--- config.mk ---
export PLATFORM = sky130hd
export DESIGN_NAME = dual_issue_ctrl
export DESIGN_NICKNAME = d
export VERILOG_FILES = /design/src/rtl/dic_pkg.sv /design/src/rtl/dic_scoreboard.sv /design/src/rtl/dic_pair_check.sv /design/src/rtl/dic_grant.sv /design/src/rtl/dual_issue_ctrl.sv
export SDC_FILE = /design/constraint.sdc
export NUM_CORES = 1
export LEC_CHECK = 0
export BUFFER_PORTS_ARGS = -buffer_cell sky130_fd_sc_hd__buf_2
export CORE_MARGIN = 2
export CORE_UTILIZATION = 30
export CTS_BUF_LIST = sky130_fd_sc_hd__clkbuf_16
export DETAILED_ROUTE_END_ITERATION = 6
export GPL_TIMING_DRIVEN = 1
export PLACE_DENSITY_LB_ADDON = 0.2
export REMOVE_ABC_BUFFERS = 1
export SYNTH_ARGS = -nofsm -noshare
export SYNTH_HDL_FRONTEND = slang
export SYNTH_SLANG_ARGS = --single-unit
--- constraint.sdc ---
create_clock -name clk -period 3.1 [get_ports clk]
set_input_delay 0 -clock clk [delete_from_list [all_inputs] [get_ports clk]]
set_output_delay 0 -clock clk [all_outputs]
set_load 0.02 [all_outputs]
--- src/rtl/dic_pkg.sv ---
`timescale 1ns/1ps
package dic_pkg;
  typedef enum logic [2:0] {
    CL_ALU   = 3'd0,
    CL_MEM   = 3'd1,
    CL_MUL   = 3'd2,
    CL_BR    = 3'd3,
    CL_MULTI = 3'd4
  } op_cls_e;

  localparam int GW      = 4;
  localparam int GB_ALUA = 0;
  localparam int GB_ALUB = 1;
  localparam int GB_DC   = 2;
  localparam int GB_MD   = 3;

  function automatic logic cls_multi(input logic [2:0] c);
    return c >= 3'd4;
  endfunction

  function automatic logic cls_alu(input logic [2:0] c);
    return (c == CL_ALU) || (c == CL_BR);
  endfunction
endpackage

--- src/rtl/dic_scoreboard.sv ---
`timescale 1ns/1ps
module dic_scoreboard #(
  parameter int REG_W    = 5,
  parameter int LOAD_LAT = 3
) (
  input  logic                    clk,
  input  logic                    rst_n,
  input  logic                    set_en,
  input  logic [REG_W-1:0]        set_reg,
  output logic [(1<<REG_W)-1:0]   pending
);
  localparam int NREGS = 1 << REG_W;
  localparam int CW    = (LOAD_LAT > 2) ? $clog2(LOAD_LAT) : 1;
  localparam int HOLD  = LOAD_LAT - 1;

  assign pending[0] = 1'b0;

  for (genvar g = 1; g < NREGS; g++) begin : g_reg
    logic [CW-1:0] cnt_q, cnt_d;
    logic          hit, cnt_en;

    always_comb begin
      hit    = set_en && (set_reg == REG_W'(g));
      cnt_en = hit || (cnt_q != '0);
      cnt_d  = cnt_q;
      if (hit)              cnt_d = CW'(HOLD);
      else if (cnt_q != '0) cnt_d = cnt_q - 1'b1;
    end

    always_ff @(posedge clk or negedge rst_n) begin
      if (!rst_n)      cnt_q <= '0;
      else if (cnt_en) cnt_q <= cnt_d;
    end

    assign pending[g] = (cnt_q != '0);
  end

  // a recorded load keeps its register busy in the next cycle
  assert_load_marks_R8: assert property (@(posedge clk) disable iff (!rst_n)
    (set_en && set_reg != '0) |=> pending[$past(set_reg)]);
endmodule

--- src/rtl/dic_pair_check.sv ---
`timescale 1ns/1ps
module dic_pair_check
  import dic_pkg::*;
#(
  parameter int REG_W = 5
) (
  input  logic                  clk,
  input  logic                  rst_n,
  input  logic                  aligned,
  input  logic                  v0,
  input  logic [2:0]            c0,
  input  logic [REG_W-1:0]      d0,
  input  logic                  w0,
  input  logic [REG_W-1:0]      a0,
  input  logic [REG_W-1:0]      b0,
  input  logic                  v1,
  input  logic [2:0]            c1,
  input  logic [REG_W-1:0]      a1,
  input  logic [REG_W-1:0]      b1,
  input  logic [(1<<REG_W)-1:0] pending,
  output logic                  iss0,
  output logic                  iss1,
  output logic                  stall
);
  logic haz0, haz1, raw, clash, pair_ok;

  always_comb begin
    haz0    = pending[a0] || pending[b0];
    haz1    = pending[a1] || pending[b1];
    raw     = w0 && (d0 != '0) && ((a1 == d0) || (b1 == d0));
    clash   = cls_multi(c0) || cls_multi(c1)
            || ((c0 == CL_MEM) && (c1 == CL_MEM))
            || ((c0 == CL_MUL) && (c1 == CL_MUL));
    iss0    = v0 && !haz0;
    pair_ok = aligned && v1 && !raw && !clash && !haz1;
    iss1    = iss0 && pair_ok;
    stall   = v0 && (!iss0 || (aligned && v1 && !iss1));
  end

  // the second slot only issues from an aligned pair
  assert_pair_aligned_R3: assert property (@(posedge clk) disable iff (!rst_n)
    iss1 |-> aligned);
  // the second slot never overtakes the first
  assert_in_order_R9: assert property (@(posedge clk) disable iff (!rst_n)
    iss1 |-> iss0);
  // nothing issues from slot 0 while a source is pending
  assert_no_early_read_R8: assert property (@(posedge clk) disable iff (!rst_n)
    iss0 |-> !(pending[a0] || pending[b0]));
  // a multi-class op never shares the cycle
  assert_multi_alone_R7: assert property (@(posedge clk) disable iff (!rst_n)
    (iss0 && cls_multi(c0)) |-> !iss1);
endmodule

--- src/rtl/dic_grant.sv ---
`timescale 1ns/1ps
module dic_grant
  import dic_pkg::*;
(
  input  logic          iss,
  input  logic [2:0]    cls,
  input  logic          alua_taken,
  output logic [GW-1:0] grant
);
  always_comb begin
    grant = '0;
    if (iss) begin
      if (cls_multi(cls)) grant = '1;
      else if (cls_alu(cls)) begin
        if (alua_taken) grant[GB_ALUB] = 1'b1;
        else            grant[GB_ALUA] = 1'b1;
      end
      else if (cls == CL_MEM) grant[GB_DC] = 1'b1;
      else                    grant[GB_MD] = 1'b1;
    end
  end
endmodule

--- src/rtl/dual_issue_ctrl.sv ---
`timescale 1ns/1ps
module dual_issue_ctrl
  import dic_pkg::*;
#(
  parameter int REG_W    = 5,
  parameter int LOAD_LAT = 3
) (
  input  logic             clk,
  input  logic             rst_n,
  input  logic             pair_aligned,
  input  logic             s0_valid,
  input  logic [2:0]       s0_cls,
  input  logic             s0_load,
  input  logic [REG_W-1:0] s0_dst,
  input  logic             s0_wr,
  input  logic [REG_W-1:0] s0_srca,
  input  logic [REG_W-1:0] s0_srcb,
  input  logic             s1_valid,
  input  logic [2:0]       s1_cls,
  input  logic             s1_load,
  input  logic [REG_W-1:0] s1_dst,
  input  logic             s1_wr,
  input  logic [REG_W-1:0] s1_srca,
  input  logic [REG_W-1:0] s1_srcb,
  output logic             issue0,
  output logic             issue1,
  output logic             stall,
  output logic [GW-1:0]    grant0,
  output logic [GW-1:0]    grant1
);
  localparam int NREGS = 1 << REG_W;

  logic [1:0]       rs_q;
  logic             rst_sync_n;
  logic [NREGS-1:0] pending;
  logic             ld0, ld1, set_en;
  logic [REG_W-1:0] set_reg;

  always_ff @(posedge clk or negedge rst_n) begin
    if (!rst_n) rs_q <= 2'b00;
    else        rs_q <= {rs_q[0], 1'b1};
  end
  assign rst_sync_n = rs_q[1];

  always_comb begin
    ld0     = issue0 && (s0_cls == CL_MEM) && s0_load && s0_wr;
    ld1     = issue1 && (s1_cls == CL_MEM) && s1_load && s1_wr;
    set_en  = ld0 || ld1;
    set_reg = ld1 ? s1_dst : s0_dst;
  end

  dic_scoreboard #(.REG_W(REG_W), .LOAD_LAT(LOAD_LAT)) u_sb (
    .clk(clk), .rst_n(rst_sync_n), .set_en(set_en), .set_reg(set_reg),
    .pending(pending));

  dic_pair_check #(.REG_W(REG_W)) u_chk (
    .clk(clk), .rst_n(rst_sync_n), .aligned(pair_aligned),
    .v0(s0_valid), .c0(s0_cls), .d0(s0_dst), .w0(s0_wr),
    .a0(s0_srca), .b0(s0_srcb),
    .v1(s1_valid), .c1(s1_cls), .a1(s1_srca), .b1(s1_srcb),
    .pending(pending), .iss0(issue0), .iss1(issue1), .stall(stall));

  dic_grant u_g0 (.iss(issue0), .cls(s0_cls), .alua_taken(1'b0), .grant(grant0));
  dic_grant u_g1 (.iss(issue1), .cls(s1_cls), .alua_taken(grant0[GB_ALUA]),
                  .grant(grant1));

  // the cache port is never granted to both slots
  assert_one_dcache_R5: assert property (@(posedge clk) disable iff (!rst_sync_n)
    $onehot0({grant0[GB_DC], grant1[GB_DC]}));
  // the mul/div unit is never granted to both slots
  assert_one_muldiv_R6: assert property (@(posedge clk) disable iff (!rst_sync_n)
    $onehot0({grant0[GB_MD], grant1[GB_MD]}));
  // each ALU goes to at most one slot
  assert_alu_split_R2: assert property (@(posedge clk) disable iff (!rst_sync_n)
    $onehot0({grant0[GB_ALUA], grant1[GB_ALUA]}) && $onehot0({grant0[GB_ALUB], grant1[GB_ALUB]}));
  // no issue without a valid first slot
  assert_idle_quiet_R12: assert property (@(posedge clk) disable iff (!rst_sync_n)
    !s0_valid |-> (!issue0 && !issue1 && !stall));
endmodule

==> results of run 1 <==
==> area by class of cell <==
cell class,instances,area (um^2),area share
Multi-Input combinational cell,492,3660,0.561
Timing Repair Buffer,72,430,0.0659
Antenna cell,1,2.50,0.000383
Clock inverter,7,57.6,0.00881
Inverter,69,259,0.0396
Sequential cell,64,1600,0.245
Tap cell,234,293,0.0448
Clock buffer,9,225,0.0345
==> cell families (layout without fill, tap and decap cells) <==
logic type      Yosys count  in the layout
compound gates          183            183
xor+xnor                 42             42
fa+ha+maj                31             31
buf+inv                 121            157
flops                    64             64
mux                      44             44
other cells               1              2
simple gates            189            191
==> routing by layer <==
layer,routed length [um],part of all wire,GRT usage
met1,9390,0.47,0.279
met5,0,0,0
met3,1730,0.086,0.0505
met4,376,0.019,0.0726
met2,8560,0.43,0.300
==> report_power, final <==
group	internal (mW)	total, mW	switching, mW
logic	1.75	3.61	1.86
clock network	0.609	1.00	0.393
registers	1.31	1.55	0.247
==> repair_timing <==
action,CTS,global route
hold endpoints to repair,2,0
endpoints found under the setup margin,5,38
buffers inserted,0,1
hold buffers,2,0
cloned,1,1
pin swaps,1,3
gates resized for setup,6,20
==> critical path: stages (launching register included) <==
cell and delay, ns:
dfrtp_1 0.37, inv_1 0.05, ha_1 0.24, mux4_2 0.49
mux2_2 0.28, nor3b_1 0.19, a211oi_1 0.07, nand3_1 0.20
buf_4 0.18, inv_2 0.06, buf_8 0.17, a21oi_2 0.17
buf_4 0.16
==> sequential cells by signal (all words and copies together), names as in the netlist <==
register	count
rs_q	2
u_sb.g.cnt_q	62
==> cells in the mapped netlist (all sizes together), types with 3 or more instances <==
cell | instances | area [um^2]
dfrtp | 64 | 1600
mux2 | 5 | 56.3
nor3b | 8 | 60.1
nand4 | 3 | 18.8
xor2 | 41 | 359
clkbuf | 20 | 75.1
a41oi | 24 | 210
o221ai | 3 | 26.3
ha | 31 | 388
o22ai | 3 | 18.8
mux2i | 20 | 200
a31oi | 38 | 238
nand2b | 10 | 62.6
buf | 32 | 200
a2111oi | 4 | 35.0
a21oi | 4 | 20.0
nand3 | 40 | 200
inv | 69 | 259
nor2b | 10 | 62.6
nand2 | 42 | 158
mux4 | 19 | 432
a211oi | 3 | 22.5
nor3 | 24 | 120
nor2 | 38 | 143
and3 | 3 | 18.8
o21a | 31 | 233
o21ai | 65 | 325
or2 | 3 | 21.3
==> worst paths after layout <==
check	startpoint	to
setup / recovery	u_sb.g_reg[15].cnt_q[0]	stall
hold / removal	s1_dst[2]	u_sb.g_reg[14].cnt_q[1]
min in group asynchronous	rs_q[1]	u_sb.g_reg[6].cnt_q[1]
hold reg to reg	rs_q[1]	u_sb.g_reg[6].cnt_q[1]
setup reg to reg	u_sb.g_reg[5].cnt_q[0]	u_sb.g_reg[1].cnt_q[1]
max in group asynchronous	rs_q[1]	u_sb.g_reg[18].cnt_q[1]
==> per-stage QoR <==
step | instance area (um^2) | util | cells | setup slack [ns]
3_3_place_gp | 6140 | 0.328 | 926 | 0.258
2_1_floorplan | 5440 | - | 623 | 0.00198
5_1_grt | 6530 | 0.349 | 947 | -0.0938
6_report | 6530 | 0.349 | 948 | 0.119
3_5_place_dp | 6140 | 0.328 | 926 | 0.159
4_1_cts | 6460 | 0.345 | 945 | -0.00345
==> reports/metrics.yaml, run 1 <==
logic_synthesis:
  synth.cell_area_um2: 5720
  synth-xor-area-share: 0.0643
  synth-compound-area-share: 0.211
  synth-edff-count: 0
  ys_async_sr_fraction: 1.00
  netlist_instances: 675
  synth-simple-area-share: 0.162
  ys.flop_type: "dfrtp_1"
  synthMuxAreaShare: 0.120
  synth_top_family_by_area: "compound AO/OA/AOI/OAI gates"
  ys_ff_latch: 64
  synthAdderAreaFrac: 0.0678
  ys_seq_area_frac: 0.280
  synth.avg_cell_area_um2: 8.47
  synth_warnings: 0
  synth_cell_types: 51
route:
  wl_um: 20100
  drt_iter0_markers: 412
  vias: 5518
  drc: 0
  antenna_left: 0
  wl_per_cell_um: 21.2
  dr.pass1.iters: 5
  avgViaCountPerCell: 5.82
worst_setup_path:
  cp.arrival_ns: 2.98
  cp.required_ns: 3.10
  reg2regPathDepth: 9
  crit_fanout: 24
  end_kind: "output pin"
  cp-start-kind: "flop"
  worstSetupPathType: "reg -> out"
  rrSetupSlack_ns: 0.30
layout:
  nNetsFinal: 784
  area_growth_pct: 14.3
  drive_gt1_frac: 0.188
  layout_commonest_cell: "inv_1"
  layout_common_cells: "inv_1, dfrtp_1, buf_2"
  n_fill_cell: 1900
clock_tree:
  cts_made_buffers: 9
  cts.sinks: 64
  h-tree-depth: 3
  cts_tree: "built"
  clk_latency_ns: 0.35
  clock_path_buffers: 2
  clk_pin_slew_ns: 0.06
  root_buffer: "clkbuf_16"
grt:
  first_global_vias: 5473
  grt_first_pass_wirelength_um: 30800
  overflow: 0
  grt_usage: 0.200
  grt_max_degree: 63
  antenna_found_initial: 1
timing:
  setup_viol: 0
  tightestPinTransition_ns: 0.949
  post-route-period-util: 0.962
  maxSlewHeadroom: 0.365
  fin_tns_setup_ns: 0
  finClkSkew_ns: 0.00691
  drv_slew: 0
  hold_slack_ns: 0.162
  max_clock_freq_mhz: 335
  finalHoldViolations: 0
  fin_crit_ns: 2.98
placed_design:
  portBuffers: 55
  place_hpwl_um: 13200
  routabilityCongestion: 0.855
floorplanning:
  rows: 50
  die_width_um: 142
  io_pins: 56
  initial_core_util: 0.306
  fp.coreArea_um2: 18700
  die-area_um2: 20200
  fp.dieH_um: 142
worst_hold_path:
  hold_path_class: "in -> reg"
  holdPathStages: 5
pwr:
  cellLeakagePower_nw: 2.77
  peakVddDrop_v: 0.000408
  powerDensity_nw_per_um2: 944
  power_mw: 6.17
job:
  drv_cap: 0
run_status:
  outcome: "completed"
Power figures use the tool's default switching activity.
==> run 2: changes to the inputs <==
Settings changed: RECOVER_POWER from default to 50.
==> run 2 against run 1 <==
Net effect: first-iteration DRC count down 0.24%; die area unchanged; routed wire length about the same; clock skew about the same; cell count unchanged; setup slack worse by 0.00079 ns; design area about the same; global-route usage unchanged; worst hold slack about the same; clock-buffer cell count unchanged; sequential power about the same.
==> reports/metrics.yaml, run 2 (synthesis results as in run 1) <==
route:
  vias: 5517  # -0.018%
  wl_um: 20100  # about the same
  wl_per_cell_um: 21.2  # about the same
  dr.pass1.iters: 5  # unchanged
  drc: 0  # unchanged
  avgViaCountPerCell: 5.82  # about the same
  antenna_left: 0  # unchanged
  drt_iter0_markers: 411  # -0.24%
layout:
  n_fill_cell: 1901  # +0.053%
  layout.area.seq_um2: 1600  # about the same
  nNetsFinal: 784  # unchanged
  drive_gt1_frac: 0.187  # -0.00140
  multi_input_area_um2: 3660  # unchanged
  top_regs: "u_sb.g.cnt_q (62), rs_q (2)"
  finalInstanceArea_um2: 6530  # about the same
  fin_util: 0.349  # about the same
  layout_common_cells: "inv_1, dfrtp_1, buf_2"
  layout_commonest_cell: "inv_1"
  largest_register_ffs: 62  # unchanged
  area_growth_pct: 14.2  # about the same
  top_register: "u_sb.g.cnt_q"
timing:
  final.setup.worst_slack_ns: 0.118  # -0.000791 ns
  tightestPinTransition_ns: 1.09  # +0.144 ns
  post-route-period-util: 0.962  # about the same
  setup_viol: 0  # unchanged
  finalHoldViolations: 0  # unchanged
  fin_crit_ns: 2.98  # +0.000791 ns
  finClkSkew_ns: 0.00694  # +0.0000280 ns
  max_clock_freq_mhz: 335  # about the same
  hold_slack_ns: 0.162  # -0.00000700 ns
  maxSlewHeadroom: 0.271  # -0.0935
  drv_slew: 0  # unchanged
worst_setup_path:
  cp.required_ns: 3.10  # about the same
  crit_fanout: 24  # unchanged
  worstSetupPathType: "reg -> out"
  cp.arrival_ns: 2.98  # about the same
  rrSetupSlack_ns: 0.30  # about the same
  end_kind: "output pin"
  cp-start-kind: "flop"
worst_hold_path:
  hold_path_class: "in -> reg"
clock_tree:
  clk_pin_slew_ns: 0.06  # about the same
  clk_latency_ns: 0.35  # about the same
  cts.sinks: 64  # unchanged
  cts_made_buffers: 9  # unchanged
  clock_path_buffers: 2  # unchanged
  h-tree-depth: 3  # unchanged
  cts_tree: "built"
  root_buffer: "clkbuf_16"
pwr:
  powerDensity_nw_per_um2: 944  # about the same
  cellLeakagePower_nw: 2.77  # about the same
  peakVddDrop_v: 0.000408  # about the same
floorplanning:
  fp.coreArea_um2: 18700  # unchanged
  die_width_um: 142  # unchanged
  rows: 50  # unchanged
  die-area_um2: 20200  # unchanged
  io_pins: 56  # unchanged
  fp.dieH_um: 142  # unchanged
  initial_core_util: 0.306  # unchanged
placed_design:
  place_hpwl_um: 13200  # unchanged
  pre_cts_slack_ns: 0.159  # unchanged
  dpl_cell_area_um2: 6140  # unchanged
  routabilityCongestion: 0.855  # unchanged
  portBuffers: 55  # unchanged
run_status:
  outcome: "completed"
grt:
  antenna_found_initial: 1  # unchanged
  first_global_vias: 5473  # unchanged
  overflow: 0  # unchanged
  grt_max_degree: 63  # unchanged
  grt_first_pass_wirelength_um: 30800  # unchanged
  grt_usage: 0.200  # unchanged
job:
  drv_cap: 0  # unchanged
run 2: cell types whose count changed in the layout (fill, tap and decap cells not counted), sizes merged:
cell	before	now
clkbuf	9	10
buf	70	69
run 2: critical path, stage by stage, from the launching register on:
cell      delay (ns)
dfrtp_1         0.37
inv_1           0.05
ha_1            0.24
mux4_2          0.49
mux2_2          0.28
nor3b_1         0.19
a211oi_1        0.07
nand3_1         0.20
buf_4           0.18
inv_2           0.06
buf_8           0.17
a21oi_2         0.17
buf_4           0.16
run 2: what timing repair did:
action / CTS / global route
pin swaps: 1 / 3
hold buffers: 2 / 0
cloned: 1 / 1
gates resized for setup: 6 / 20
setup buffers: 0 / 1
hold endpoints to repair: 2 / 0
setup endpoints to repair: 5 / 38
run 2: report_power, final:
part           switching (mW)  leakage (nW)  internal, mW  total (mW)
clock network           0.393         0.150         0.609        1.00
registers               0.247         0.756          1.31        1.55
logic                    1.86          1.87          1.75        3.61
run 2: final cells by class:
| cell class | instances | share of cell area |
|---|---|---|
| multi-input combinational | 492 | 0.561 |
| sequential | 64 | 0.245 |
| timing repair buffer | 72 | 0.0655 |
| tap | 234 | 0.0448 |
| inverter | 69 | 0.0397 |
| clock buffer | 9 | 0.0345 |
| clock inverter | 7 | 0.00881 |
| antenna | 1 | 0.000383 |
run 2: final timing paths:
kind	start	end	depth (start not counted)
worst max-delay path	u_sb.g_reg[15].cnt_q[0]	stall	12
worst min-delay path	s1_dst[2]	u_sb.g_reg[14].cnt_q[1]	5
worst max register to register	u_sb.g_reg[5].cnt_q[0]	u_sb.g_reg[1].cnt_q[1]	9
worst min register to register	rs_q[0]	rs_q[1]	0
max in group asynchronous	rs_q[1]	u_sb.g_reg[18].cnt_q[1]	1
min in group asynchronous	rs_q[1]	u_sb.g_reg[6].cnt_q[1]	0
run 2: routing by layer:
metal | vias up | track usage | routed length [um]
li1 | 2501 | - | -
met1 | 2729 | 0.279 | 9380
met2 | 258 | 0.300 | 8560
met3 | 29 | 0.0505 | 1750
met4 | 0 | 0.0726 | 376
met5 | - | 0 | 0
run 2: metrics by stage:
step	power, mW	std cells	TNS [ns]
after detailed placement	5.05	926	0
after floorplan	4.15	623	0
final	6.17	948	0
after global routing	6.73	947	-0.169
after CTS	6.11	945	-0.00345
after global placement	4.86	926	0
==> run 3: changes to the inputs <==
Settings changed: CORE_ASPECT_RATIO from default to 0.75.
==> run 3 against run 2 <==
Net effect: setup slack worse by 0.0052 ns; critical path type unchanged; sequential power about the same; critical endpoint is now issue1; non-clock buffer count is 4 lower; cell count increased by 0.63%; clock-buffer cell count stayed put; via count shrank 1.8%; global-route usage decreased by 1.2 points.
==> reports/metrics.yaml, run 3 (synthesis results as in run 1) <==
clock_tree:
  clk_pin_slew_ns: 0.06  # about the same
  cts_made_buffers: 9  # unchanged
  cts_setup_buffers: 0  # unchanged
  root_buffer: "clkbuf_16"
  clock_path_buffers: 2  # unchanged
  cts_tree: "built"
  cts.sinks: 64  # unchanged
  h-tree-depth: 3  # unchanged
  clk_latency_ns: 0.34  # about the same
layout:
  layout_commonest_cell: "inv_1"
  area_growth_pct: 15.8
  nNetsFinal: 778  # -0.77%
  layout_common_cells: "inv_1, dfrtp_1, buf_2"
  drive_gt1_frac: 0.190  # +0.00300
  top_regs: "u_sb.g.cnt_q (62), rs_q (2)"
  top_register: "u_sb.g.cnt_q"
  diodes: 0  # -1
  largest_register_ffs: 62  # unchanged
placed_design:
  place_hpwl_um: 13000  # -1.5%
  portBuffers: 55  # unchanged
  routabilityCongestion: 0.874  # +2.2%
timing:
  finClkSkew_ns: 0.0102  # +0.00321 ns
  drv_slew: 0  # unchanged
  max_clock_freq_mhz: 335  # -0.17%
  fin_crit_ns: 2.99  # +0.00515 ns
  rsz0062_at_grt: "false"
  fin_tns_setup_ns: 0  # unchanged
  post-route-period-util: 0.964  # +0.00166
  finalHoldViolations: 0  # unchanged
  setup_viol: 0  # unchanged
  maxSlewHeadroom: 0.0735  # -0.198
  tightestPinTransition_ns: 1.39  # +0.297 ns
pwr:
  power_mw: 6.28  # +1.8%
  p_comb_frac: 0.575  # -0.011
  powerDensity_nw_per_um2: 948  # +0.42%
  peakVddDrop_v: 0.000337  # -17%
  cellLeakagePower_nw: 2.77  # about the same
  pwr-share-clk: 0.178  # +0.016
  p_seq_frac: 0.247  # -0.005
  power.internal_mw: 3.76  # +2.7%
  switching_power_mw: 2.52  # +0.51%
  p_sw_frac: 0.401  # -0.00516
worst_setup_path:
  crit_fanout: 32  # +33%
  worstSetupPathType: "reg -> out"
  crit_chain: "inv_1 -> ha_2 -> mux2i_1 -> and3_1 -> o41ai_2 -> o21ai_1 -> or4_4 -> or2_4 -> buf_16 -> inv_1 -> buf_2"
  critPathMostFrequentCell: "inv_1"
  slowest_delay_ns: 0.43  # -0.06 ns
  cp.arrival_ns: 2.99  # about the same
  cp-start-kind: "flop"
  end_kind: "output pin"
  cp.required_ns: 3.10  # about the same
  critical-path-slowest-cell: "or4_4"
route:
  antenna_left: 0  # unchanged
  wl_um: 19000  # -5.1%
  wl_per_cell_um: 20.0  # -5.7%
  avgViaCountPerCell: 5.68  # -2.5%
  drt_iter0_markers: 539  # +31%
  drc: 0  # unchanged
  vias: 5415  # -1.8%
  dr.pass1.iters: 7  # +2
grt:
  first_global_vias: 5087  # -7.1%
  grt_usage: 0.188  # -0.0121
  grt_max_degree: 64  # +1.6%
  antenna_found_initial: 0  # -1
  grt_first_pass_wirelength_um: 28800  # -6.5%
  overflow: 0  # unchanged
worst_hold_path:
  hold_path_class: "in -> reg"
floorplanning:
  fp.coreArea_um2: 18600  # -0.77%
  rows: 43  # -14%
  fp.dieH_um: 124  # -13%
  die-area_um2: 20200  # about the same
  die_width_um: 163  # +15%
  io_pins: 56  # unchanged
  initial_core_util: 0.308  # +0.00237
job:
  drv_cap: 0  # unchanged
run_status:
  outcome: "completed"
-- run 3: changes by cell type in the layout (fill, tap and decap cells not counted), sizes merged, moves of 2 or more --
cell,previous run,this run
buf,69,63
clkinv,1,4
inv,73,70
clkbuf,10,12
or2,5,3
-- run 3: path summary, 6_finish.rpt --
| path | start | to | slack (ns) | depth (start not counted) |
|---|---|---|---|---|
| min in group asynchronous | rs_q[1] | u_sb.g_reg[28].cnt_q[1] | 0.29 | 0 |
| min | s1_dst[4] | u_sb.g_reg[8].cnt_q[1] | 0.19 | 4 |
| max in group asynchronous | rs_q[1] | u_sb.g_reg[1].cnt_q[0] | 1.01 | 1 |
| max | u_sb.g_reg[27].cnt_q[0] | issue1 | 0.11 | 11 |
| min reg2reg | rs_q[1] | u_sb.g_reg[28].cnt_q[1] | 0.29 | 0 |
| max reg2reg | u_sb.g_reg[27].cnt_q[0] | u_sb.g_reg[31].cnt_q[0] | 0.32 | 10 |
-- run 3: worst max-delay path, delay by kind of cell, from the launching register on --
| family | cells | cell delay [ns] |
|---|---|---|
| AOI/OAI and AO/OA | 2 | 0.37 |
| adders and majority gates | 1 | 0.26 |
| buffers and inverters | 4 | 0.48 |
| DFF | 1 | 0.39 |
| muxes | 1 | 0.14 |
| and+or+nand+nor | 3 | 0.97 |
-- run 3: cell type report --
class | instances | area [um^2]
clock buffer | 9 | 225
clock inverter | 7 | 95.1
fill | 1909 | 11900
inverter | 69 | 259
multi-input combinational | 490 | 3710
sequential | 64 | 1600
tap | 247 | 309
timing repair buffer | 68 | 424
-- run 3: repair_timing --
action / in CTS / in global routing
endpoints found under the hold margin: 2 / 0
hold buffers: 2 / 0
gates resized for setup: 1 / 31
cloned: 0 / 1
setup endpoints to repair: 1 / 6
pin swaps: 0 / 3
-- run 3: metal layers --
metal  part of all wire  vias to the layer above  wire length (um)  global-route usage
met3              0.093                       17              1770              0.0463
met4              0.012                        0               221              0.0360
met5                  0                        -                 0                   0
met1               0.47                     2671              9020               0.277
li1                   -                     2488                 -                   -
met2               0.42                      239              8030               0.280
-- run 3: through the flow --
stage | hold WS (ns) | utilization | cell area, um^2 | setup WS (ns) | cells
after floorplan | -0.296 | - | 5440 | 0.00198 | 623
after global placement | -0.216 | 0.331 | 6140 | 0.338 | 935
after detailed placement | -0.212 | 0.331 | 6140 | 0.297 | 935
after CTS | 0.179 | 0.349 | 6480 | 0.0422 | 953
after global routing | 0.221 | 0.357 | 6620 | 0.00342 | 954
final | 0.191 | 0.357 | 6620 | 0.113 | 954
-- run 3: power groups by stage --
stage / Sequential [mW] / Combinational, mW / Clock [mW]
6_report: 1.55 / 3.61 / 1.12
5_1_grt: 1.61 / 4.12 / 1.18
4_1_cts: 1.55 / 3.44 / 1.14
3_5_place_dp: 1.56 / 3.42 / 0
3_3_place_gp: 1.54 / 3.28 / 0
2_1_floorplan: 1.52 / 2.63 / 0
